<file path="src/rtl/keyq_pkg.sv">
package keyq_pkg;
  localparam int DEPTH   = 16;
  localparam int CODE_W  = 7;
  localparam int ADDR_W  = $clog2(DEPTH);
  localparam int CNT_W   = ADDR_W + 1;
  localparam int ENTRY_W = CODE_W + 1;

  typedef struct packed {
    logic              push;
    logic [ADDR_W-1:0] wrIdx;
    logic              rdReq;
    logic              rdEn;
    logic [ADDR_W-1:0] rdIdx;
  } keyq_strobe_t;
endpackage

</file>
<file path="src/rtl/keyq_ctrl.sv">
module keyq_ctrl
  import keyq_pkg::*;
(
  input  logic             clk,
  input  logic             rst,
  input  logic             evtValid,
  input  logic             popReq,
  input  logic             peekReq,
  input  logic [CNT_W-1:0] peekOfs,
  input  logic             flush,
  input  logic             errClear,
  output keyq_strobe_t     stb,
  output logic [CNT_W-1:0] fillCount,
  output logic             kpIntSet,
  output logic             ovfErrPulse,
  output logic             ovfLock
);
  localparam logic [CNT_W-1:0] FULL = CNT_W'(DEPTH);
  localparam logic [CNT_W-1:0] ONE  = CNT_W'(1);

  logic [ADDR_W-1:0] headPtr;
  logic [CNT_W-1:0]  cnt;
  logic              lockQ;
  logic              pushAcc, storeOk, ovfHit, popOk, peekSel, peekHit;

  always_comb begin
    pushAcc = evtValid & ~lockQ & ~flush;
    storeOk = pushAcc & (cnt != FULL);
    ovfHit  = pushAcc & (cnt == FULL);
    popOk   = ~flush & popReq & (cnt > ONE);
    peekSel = ~flush & ~popReq & peekReq;
    peekHit = peekSel & (peekOfs < cnt);

    stb.push  = storeOk;
    stb.wrIdx = headPtr + cnt[ADDR_W-1:0];
    stb.rdReq = popReq | peekReq;
    stb.rdEn  = popOk | peekHit;
    stb.rdIdx = popOk ? ADDR_W'(headPtr + ADDR_W'(1))
                      : ADDR_W'(headPtr + peekOfs[ADDR_W-1:0]);
  end

  always_ff @(posedge clk) begin
    if (rst) begin
      headPtr     <= '0;
      cnt         <= '0;
      lockQ       <= 1'b0;
      kpIntSet    <= 1'b0;
      ovfErrPulse <= 1'b0;
    end else begin
      kpIntSet    <= storeOk;
      ovfErrPulse <= ovfHit;
      if (flush) begin
        headPtr <= '0;
        cnt     <= '0;
        lockQ   <= 1'b0;
      end else begin
        if (popOk) headPtr <= headPtr + ADDR_W'(1);
        case ({storeOk, popOk})
          2'b10:   cnt <= cnt + ONE;
          2'b01:   cnt <= cnt - ONE;
          default: cnt <= cnt;
        endcase
        if (ovfHit)        lockQ <= 1'b1;
        else if (errClear) lockQ <= 1'b0;
      end
    end
  end

  assign fillCount = cnt;
  assign ovfLock   = lockQ;

  assert_count_bound_R3: assert property (@(posedge clk) disable iff (rst)
    cnt <= FULL);

  assert_pop_dec_R7: assert property (@(posedge clk) disable iff (rst)
    (popReq && !flush && !evtValid && cnt > ONE) |=> cnt == $past(cnt) - ONE);

  assert_no_pop_small_R8: assert property (@(posedge clk) disable iff (rst)
    (popReq && !flush && !evtValid && cnt <= ONE) |=> $stable(cnt) && $stable(headPtr));

  assert_locked_drop_R5: assert property (@(posedge clk) disable iff (rst)
    (lockQ && evtValid && !popReq && !flush) |=> $stable(cnt) && !kpIntSet);

  assert_ovf_lock_R4: assert property (@(posedge clk) disable iff (rst)
    ovfErrPulse |-> lockQ);

  assert_flush_zero_R10: assert property (@(posedge clk) disable iff (rst)
    flush |=> (cnt == '0) && !lockQ);

  assert_both_hold_R11: assert property (@(posedge clk) disable iff (rst)
    (evtValid && !lockQ && popReq && !flush && cnt > ONE && cnt < FULL)
      |=> $stable(cnt));
endmodule

</file>
<file path="src/rtl/keyq_data.sv">
module keyq_data
  import keyq_pkg::*;
(
  input  logic               clk,
  input  logic               rst,
  input  keyq_strobe_t       stb,
  input  logic [ENTRY_W-1:0] wrByte,
  output logic               rdValid,
  output logic [ENTRY_W-1:0] rdData
);
  logic [ENTRY_W-1:0] slots [DEPTH];

  for (genvar i = 0; i < DEPTH; i++) begin : g_slot
    always_ff @(posedge clk) begin
      if (rst)
        slots[i] <= '0;
      else if (stb.push && stb.wrIdx == ADDR_W'(i))
        slots[i] <= wrByte;
    end
  end

  always_ff @(posedge clk) begin
    if (rst) begin
      rdValid <= 1'b0;
      rdData  <= '0;
    end else begin
      rdValid <= stb.rdReq;
      rdData  <= stb.rdEn ? slots[stb.rdIdx] : '0;
    end
  end

  assert_zero_return_R9: assert property (@(posedge clk) disable iff (rst)
    (stb.rdReq && !stb.rdEn) |=> rdData == '0);

  assert_valid_follow_R12: assert property (@(posedge clk) disable iff (rst)
    stb.rdReq |=> rdValid);
endmodule

</file>
<file path="src/rtl/key_event_queue.sv">
module key_event_queue
  import keyq_pkg::*;
(
  input  logic               clk,
  input  logic               rst,
  input  logic               evtValid,
  input  logic [CODE_W-1:0]  evtCode,
  input  logic               evtPressed,
  input  logic               popReq,
  input  logic               peekReq,
  input  logic [CNT_W-1:0]   peekOfs,
  input  logic               flush,
  input  logic               errClear,
  output logic               rdValid,
  output logic [ENTRY_W-1:0] rdData,
  output logic [CNT_W-1:0]   fillCount,
  output logic               kpIntSet,
  output logic               ovfErrPulse,
  output logic               ovfLock
);
  keyq_strobe_t stb;
  logic [ENTRY_W-1:0] wrByte;

  assign wrByte = {evtPressed, evtCode};

  keyq_ctrl u_ctrl (
    .clk(clk), .rst(rst), .evtValid(evtValid), .popReq(popReq),
    .peekReq(peekReq), .peekOfs(peekOfs), .flush(flush), .errClear(errClear),
    .stb(stb), .fillCount(fillCount), .kpIntSet(kpIntSet),
    .ovfErrPulse(ovfErrPulse), .ovfLock(ovfLock)
  );

  keyq_data u_data (
    .clk(clk), .rst(rst), .stb(stb), .wrByte(wrByte),
    .rdValid(rdValid), .rdData(rdData)
  );
endmodule

</file>
<file path="config.mk">
export PLATFORM = sky130hd
export DESIGN_NAME = key_event_queue
export DESIGN_NICKNAME = d
export VERILOG_FILES = /design/src/rtl/keyq_pkg.sv /design/src/rtl/keyq_ctrl.sv /design/src/rtl/keyq_data.sv /design/src/rtl/key_event_queue.sv
export SDC_FILE = /design/constraint.sdc
export NUM_CORES = 1
export LEC_CHECK = 0
export CAP_MARGIN = 20
export CORE_ASPECT_RATIO = 1.2
export CORE_MARGIN = 2
export CORE_UTILIZATION = 40
export CTS_CLUSTER_DIAMETER = 150
export DETAILED_ROUTE_END_ITERATION = 7
export GPL_ROUTABILITY_DRIVEN = 0
export PLACE_DENSITY_LB_ADDON = 0.25
export SYNTH_ARGS = -nofsm -noshare
export SYNTH_HDL_FRONTEND = slang
export SYNTH_SLANG_ARGS = --single-unit
</file>
<file path="constraint.sdc">
create_clock -name clk -period 2.96 [get_ports clk]
set_input_delay 0.888 -clock clk [delete_from_list [all_inputs] [get_ports clk]]
set_output_delay 0.888 -clock clk [all_outputs]
set_load 0.03 [all_outputs]
</file>
Yosys cells after proc, flatten, opt, wreduce, memory -nomap -nowiden
Memory sizes are Yosys's and may differ from the RTL's. A register that Yosys moved wholly into a read port is not among the register bits.
Cells that the tools add are included.
- register bits after elaboration: 13
- RAM bits: 128
- input port bits: 20
- output and inout port bits: 17
- word-level logic and storage cells: 155
- memories kept: 1
- $add $sub $neg: 5
- order comparisons: 2
- eq/ne operators: 19
- mux-type cells: 70
- bitwise gates (word level): 31
- reductions and logical operators: 21
- memories (memory ; depth ; bits a word ; read ports ; clocked after Yosys merged registers in ; wr ports ; line ; RTL):
    u_data.slots ; 16 ; 8 ; 1 ; 1 ; 16 ; keyq_data.sv:11 ; logic [ENTRY_W-1:0] slots [DEPTH];
- operators with widths (cell ; count):
    $mux W8 ; 16
    $mux W1 ; 52
    $eq A4 B4 Y1 const B ; 8
    $or A1 B1 Y1 ; 18
    $eq A4 B3 Y1 const B ; 4
    $logic_and A1 B1 Y1 ; 16
    $pmux W5 S2 ; 1
    $and A1 B1 Y1 ; 9
    $add A4 B4 Y4 ; 2
    $eq A4 B2 Y1 const B ; 2
    $add A5 B1 Y5 const B ; 1
    $eq A5 B5 Y1 const B ; 1
    $gt A5 B1 Y1 const B ; 1
    $lt A5 B5 Y1 ; 1
    $ne A5 B5 Y1 const B ; 1
    $sub A5 B1 Y5 const B ; 1
    $add A4 B1 Y4 const B ; 1
    $eq A4 B1 Y1 const B ; 1
    $logic_not A4 Y1 ; 1
    $mux W4 ; 1
    $not A1 Y1 ; 4
    $reduce_bool A2 Y1 ; 2
    $reduce_or A2 Y1 ; 2
    $eq A2 B1 Y1 const B ; 1
    $eq A2 B2 Y1 const B ; 1

Logic depth before layout (Yosys ltp)
Gate-level depths: netlist of the first run.
- depth after elaboration: 9
- gate-level depth with buffers: 11
- gate-level depth less buffers: 11

Modules after synthesis
Synthesis of the first run repeated with hierarchy kept, for this count alone.
- cell total of the unflattened synthesis: 577
- area total of the unflattened synthesis: 7295.7 sq um
- modules (own cells, without submodules) (module ; instances ; cells an instance ; area each (sq um) ; sequential area each (sq um)):
    keyq_data ; 1 ; 460 ; 6301.0 ; 4023.9
    keyq_ctrl ; 1 ; 117 ; 994.7 ; 240.2

Least setup slack after synthesis of the first run
Ideal clock, no wire load.
- kind: reg-to-reg
- start: register u_ctrl.cnt[1] (netlist: u_ctrl.fillCount[1])
- end: register u_data.rdData[7], read port of u_data.slots
- setup time: 0.138 ns
- arrival time: 2.978 ns
- data required time: 2.822 ns
- setup slack: -0.156 ns
- cell stages (with the launch flop): 10
- buffers on the path: 1
- clock period less this slack: 3.116 ns
- path through: dfxtp_1 > inv_1 > ha_1 > o21bai_2 > a21oi_4 > mux2i_2 > buf_4 > mux4_2 > nand3_1 > o221ai_1
- cells in the longest elaborated chain, start to end: 5
- elaborated cells between the ends (all ways): 8
- classes of those cells: 2 x order compare; 1 x mux; 4 x bitwise; 1 x reduce/logical
- RTL lines (item ; line ; RTL):
    from (decl) ; keyq_ctrl.sv:22 ; logic [CNT_W-1:0] cnt;
    from (signal assigned) ; keyq_ctrl.sv:59 ; 2'b10: cnt <= cnt + ONE;
    from (signal assigned) ; keyq_ctrl.sv:60 ; 2'b01: cnt <= cnt - ONE;
    from (signal assigned) ; keyq_ctrl.sv:61 ; default: cnt <= cnt;
    $gt A5 B1 Y1 * ; keyq_ctrl.sv:30 ; popOk = ~flush & popReq & (cnt > ONE);
    $and A1 B1 Y1 * ; keyq_ctrl.sv:30 ;
    named net u_ctrl.popOk ; keyq_ctrl.sv:24 ; logic pushAcc, storeOk, ovfHit, popOk, peekSel, peekHit;
    $or A1 B1 Y1 ; keyq_ctrl.sv:37 ; stb.rdEn = popOk | peekHit;
    $not A1 Y1 (no source line) ; n/a ;
    $reduce_or A2 Y1 (no source line) ; n/a ;
    to (decl) ; keyq_data.sv:9 ; output logic [ENTRY_W-1:0] rdData
The timed path passes the listed nets; every way through them passes the cells marked *.
A chain may end at the register's enable or synchronous reset.

Final worst setup path of the first run
- start: register u_ctrl.headPtr[0]
- end: register u_data.rdData[4], read port of u_data.slots
- cells in the longest elaborated chain, start to end: 2
- elaborated cells between the ends (all ways): 3
- classes of those cells: 2 x add/sub; 1 x mux
- RTL lines (item ; line ; RTL):
    from (decl) ; keyq_ctrl.sv:21 ; logic [ADDR_W-1:0] headPtr;
    from (signal assigned) ; keyq_ctrl.sv:57 ; if (popOk) headPtr <= headPtr + ADDR_W'(1);
    $add A4 B4 Y4 or $add A4 B1 Y4 (tied branches) ; keyq_ctrl.sv:39, keyq_ctrl.sv:38 ;
    $mux W4 * ; keyq_ctrl.sv:38 ; stb.rdIdx = popOk ? ADDR_W'(headPtr + ADDR_W'(1))
Mark *: on every way between the ends. The rest lies on a longest branch, timed or not.

==> results by group, run 1 <==
Synthesis
  • Async S/R FF share, synth: 0%
  • Main synth FF type: edfxtp_1
  • Register area share after synthesis: 58.4%
  • Mapped Area: 0.00730 sq mm
  • Post-synth top area share: 52.6%
  • Synthesized instance count: 538
  • Post-synth EDFFs: 128
  • Largest cells by area after synthesis: edfxtp_1 (53%), and2_1 (11%), dfxtp_1 (5.8%), mux4_2 (5.2%), mux2i_1 (4.5%)
  • Yosys Warn Count: 0
  • Syn_area_per_cell: 13.6 sq um
  • Syn_nets: 576
  • Synthesized flop and latch total: 149
  • Distinct cells, synth: 48
  • Post-synth top cells: and2_1 (128), edfxtp_1 (128), nor2_1 (35), mux2i_1 (33), dfxtp_1 (21)
  • Synth area leader: edfxtp_1

Die
  • Core ar.: 0.0180 sq mm
  • I/O pin total: 37
  • Die W: 127 um
  • Starting Density: 40.5%
  • Die footprint: 0.0194 sq mm
  • Die height: 152 um
  • Row count: 54

Clock tree
  • Clock transition at path regs: 0.06 ns
  • Hold-fix buffers at CTS: 0
  • CTS Buf Count: 17
  • Clock root buffer: clkbuf_16
  • Clock buffer depth: 2
  • CTS sink cnt: 149
  • Clock latency on the worst-skew pair: 0.43 ns
  • CTS tree: built
  • H-Tree Depth: 4

Place
  • Post-DP HPWL: 12,600 um
  • DP Area: 0.00832 sq mm
  • Buffers on Ports: 36

Layout
  • Final Cell Area: 0.00913 sq mm
  • Multi-input gate area: 0.00287 sq mm
  • Share of cells above drive strength 1: 20.5%
  • Diode count: 0
  • Fill cell count: 1,502
  • Final Core Density: 50.6%
  • Register area: 0.00427 sq mm
  • Final nets: 673
  • Synthesis-to-layout area growth: 25.0%

GRT
  • First-pass GRT wire length: 27,900 um
  • Largest net degree at the start of global routing: 22
  • Antenna violations before repair: 0
  • Vias in the first global route: 4,819
  • Grt total ovfl: 0
  • Gr usage total: 19.3%

STA
  • Worst relative slew slack: 53.3%
  • RSZ-0062 raised after global routing: no
  • Fin. max-slew vios: 0
  • Fin crit period: 2.80 ns
  • Final count of negative-setup-slack endpoints: 0
  • Max Freq: 357 MHz
  • Final hold vios: 0
  • Clock skew: 0.0107 ns
  • Ratio of final minimum period to clock period: 94.7%
  • Worst Tran Pin Value: 0.699 ns

Routing
  • Routed via count: 4,590
  • DR DRC count: 0
  • Wire length on met2: 9390 um
  • Per-cell routed wire length: 20.4 um
  • DR top layer: met4
  • DRT Pass-1 Iters: 5
  • Vias per std cell: 5.26
  • Routed wire length: 17,800 um
  • Antenna-violating nets left: 0
  • DRT met1 WL: 7460 um
  • DRT iter0 DRCs: 408
  • Met3 wire len: 607 um

Power and ir drop
  • Static Leak: 3.54 nW
  • Pwr dens: 573 mW/mm^2
  • Overall power: 0.00523 W
  • VDD IR-drop max: 0.437 mV

Job
  • Max_cap viols: 0

Critical path
  • CP startpoint kind: flop
  • Worst-path maximum fanout: 10
  • Crit path kind: flop to flop
  • Critical Path RT: 3.30 ns
  • Crit path capture type: flop
  • Data arrival time of the critical path: 3.14 ns

Run status
  • Status: completed

Min path
  • Min-Delay Path Class: flop to flop
[kinds of logic after synthesis]
kind of cell,count (synthesis),synth area share [%]
DFF,149,58.4
adders and majority gates,18,3.29
buffers and inverters,44,2.78
and+or+nand+nor,209,16.5
AOI/OAI and AO/OA,47,4.76
muxes,60,13.0
xor gates and xnor gates,11,1.32
[final timing paths]
check	from	endpoint	slack (ns)	cells past startpoint
min	u_ctrl.headPtr[3]	u_ctrl.headPtr[3]	0.52	2
max	u_ctrl.headPtr[0]	u_data.rdData[4]	0.16	10
max reg2reg	u_ctrl.headPtr[0]	u_data.rdData[4]	0.16	10
min reg2reg	u_ctrl.headPtr[3]	u_ctrl.headPtr[3]	0.52	2
[routing by layer]
layer	global-route usage, %	vias up
li1	-	2150
met1	23.9	2314
met2	33.9	105
met3	3.84	21
met4	5.86	0
met5	0	-
[flip-flops by register name, indices dropped and copies added, names as in the netlist]
signal	cells
u_ctrl.ovfErrPulse	1
u_ctrl.kpIntSet	1
u_ctrl.fillCount	5
u_data.slots	128
u_ctrl.ovfLock	1
u_data.rdValid	1
u_data.rdData	8
u_ctrl.headPtr	4
[metrics by stage]
step / worst slack [ns] / hold WS, ns / cells / TNS (ns)
4_1_cts: 0.0520 / 0.514 / 871 / 0
2_1_floorplan: 0.0503 / 0.477 / 538 / 0
5_1_grt: 0.0440 / 0.526 / 872 / 0
3_3_place_gp: -0.698 / 0.490 / 833 / -4.25
3_5_place_dp: -0.629 / 0.505 / 833 / -4.37
6_report: 0.158 / 0.516 / 872 / 0
[worst max-delay path: stages (launching register included)]
cell and delay (ns):
dfxtp_1 0.49, ha_2 0.25, inv_1 0.06, fa_1 0.59
mux2i_4 0.10, buf_12 0.15, buf_6 0.12, buf_16 0.14
mux2i_1 0.11, mux4_2 0.48, o221ai_2 0.23
[layout make-up]
type	instances	share of cell area, %
Tap cell	224	3.07
Sequential cell	149	46.7
Clock inverter	13	2.37
Timing Repair Buffer	102	10.7
Clock buffer	19	4.85
Inverter	20	0.822
Multi-Input combinational cell	345	31.5
[timing repair]
item | 4_1_cts | 5_1_grt
gates cloned | 2 | 0
pin swaps | 2 | 3
setup endpoints to repair | 8 | 8
resized for setup | 9 | 6
setup buffers | 5 | 1
[where the power goes]
group / switching, W / total (W) / internal, W
combinational: 0.000231 / 0.000452 / 0.000221
clock: 0.000875 / 0.00241 / 0.00153
sequential: 0.0000255 / 0.00237 / 0.00234
total: 0.00113 / 0.00523 / 0.00410
[placed cells by master, fill, tap and decap left out, types with 5 or more instances in the layout]
| cell type | instances |
|---|---|
| clkdlybuf4s50_1 | 32 |
| a21oi_1 | 8 |
| nand3_1 | 14 |
| and2_1 | 128 |
| o21bai_1 | 16 |
| edfxtp_1 | 128 |
| mux2i_1 | 32 |
| clkbuf_16 | 17 |
| buf_12 | 6 |
| o221ai_1 | 5 |
| inv_1 | 20 |
| nand2_1 | 10 |
| bufinv_16 | 5 |
| dfxtp_1 | 20 |
| mux4_1 | 7 |
| mux4_2 | 17 |
| nor2_1 | 35 |
| ha_1 | 15 |
| buf_4 | 57 |
| xnor2_1 | 7 |
(Power assumes the default switching activity.)
==> run 2: changes to the inputs <==
Settings changed: SLEW_MARGIN from default to 20.
==> results of run 2 <==
Same layout as run 1: the final DEF is identical, and so are final timing and power.
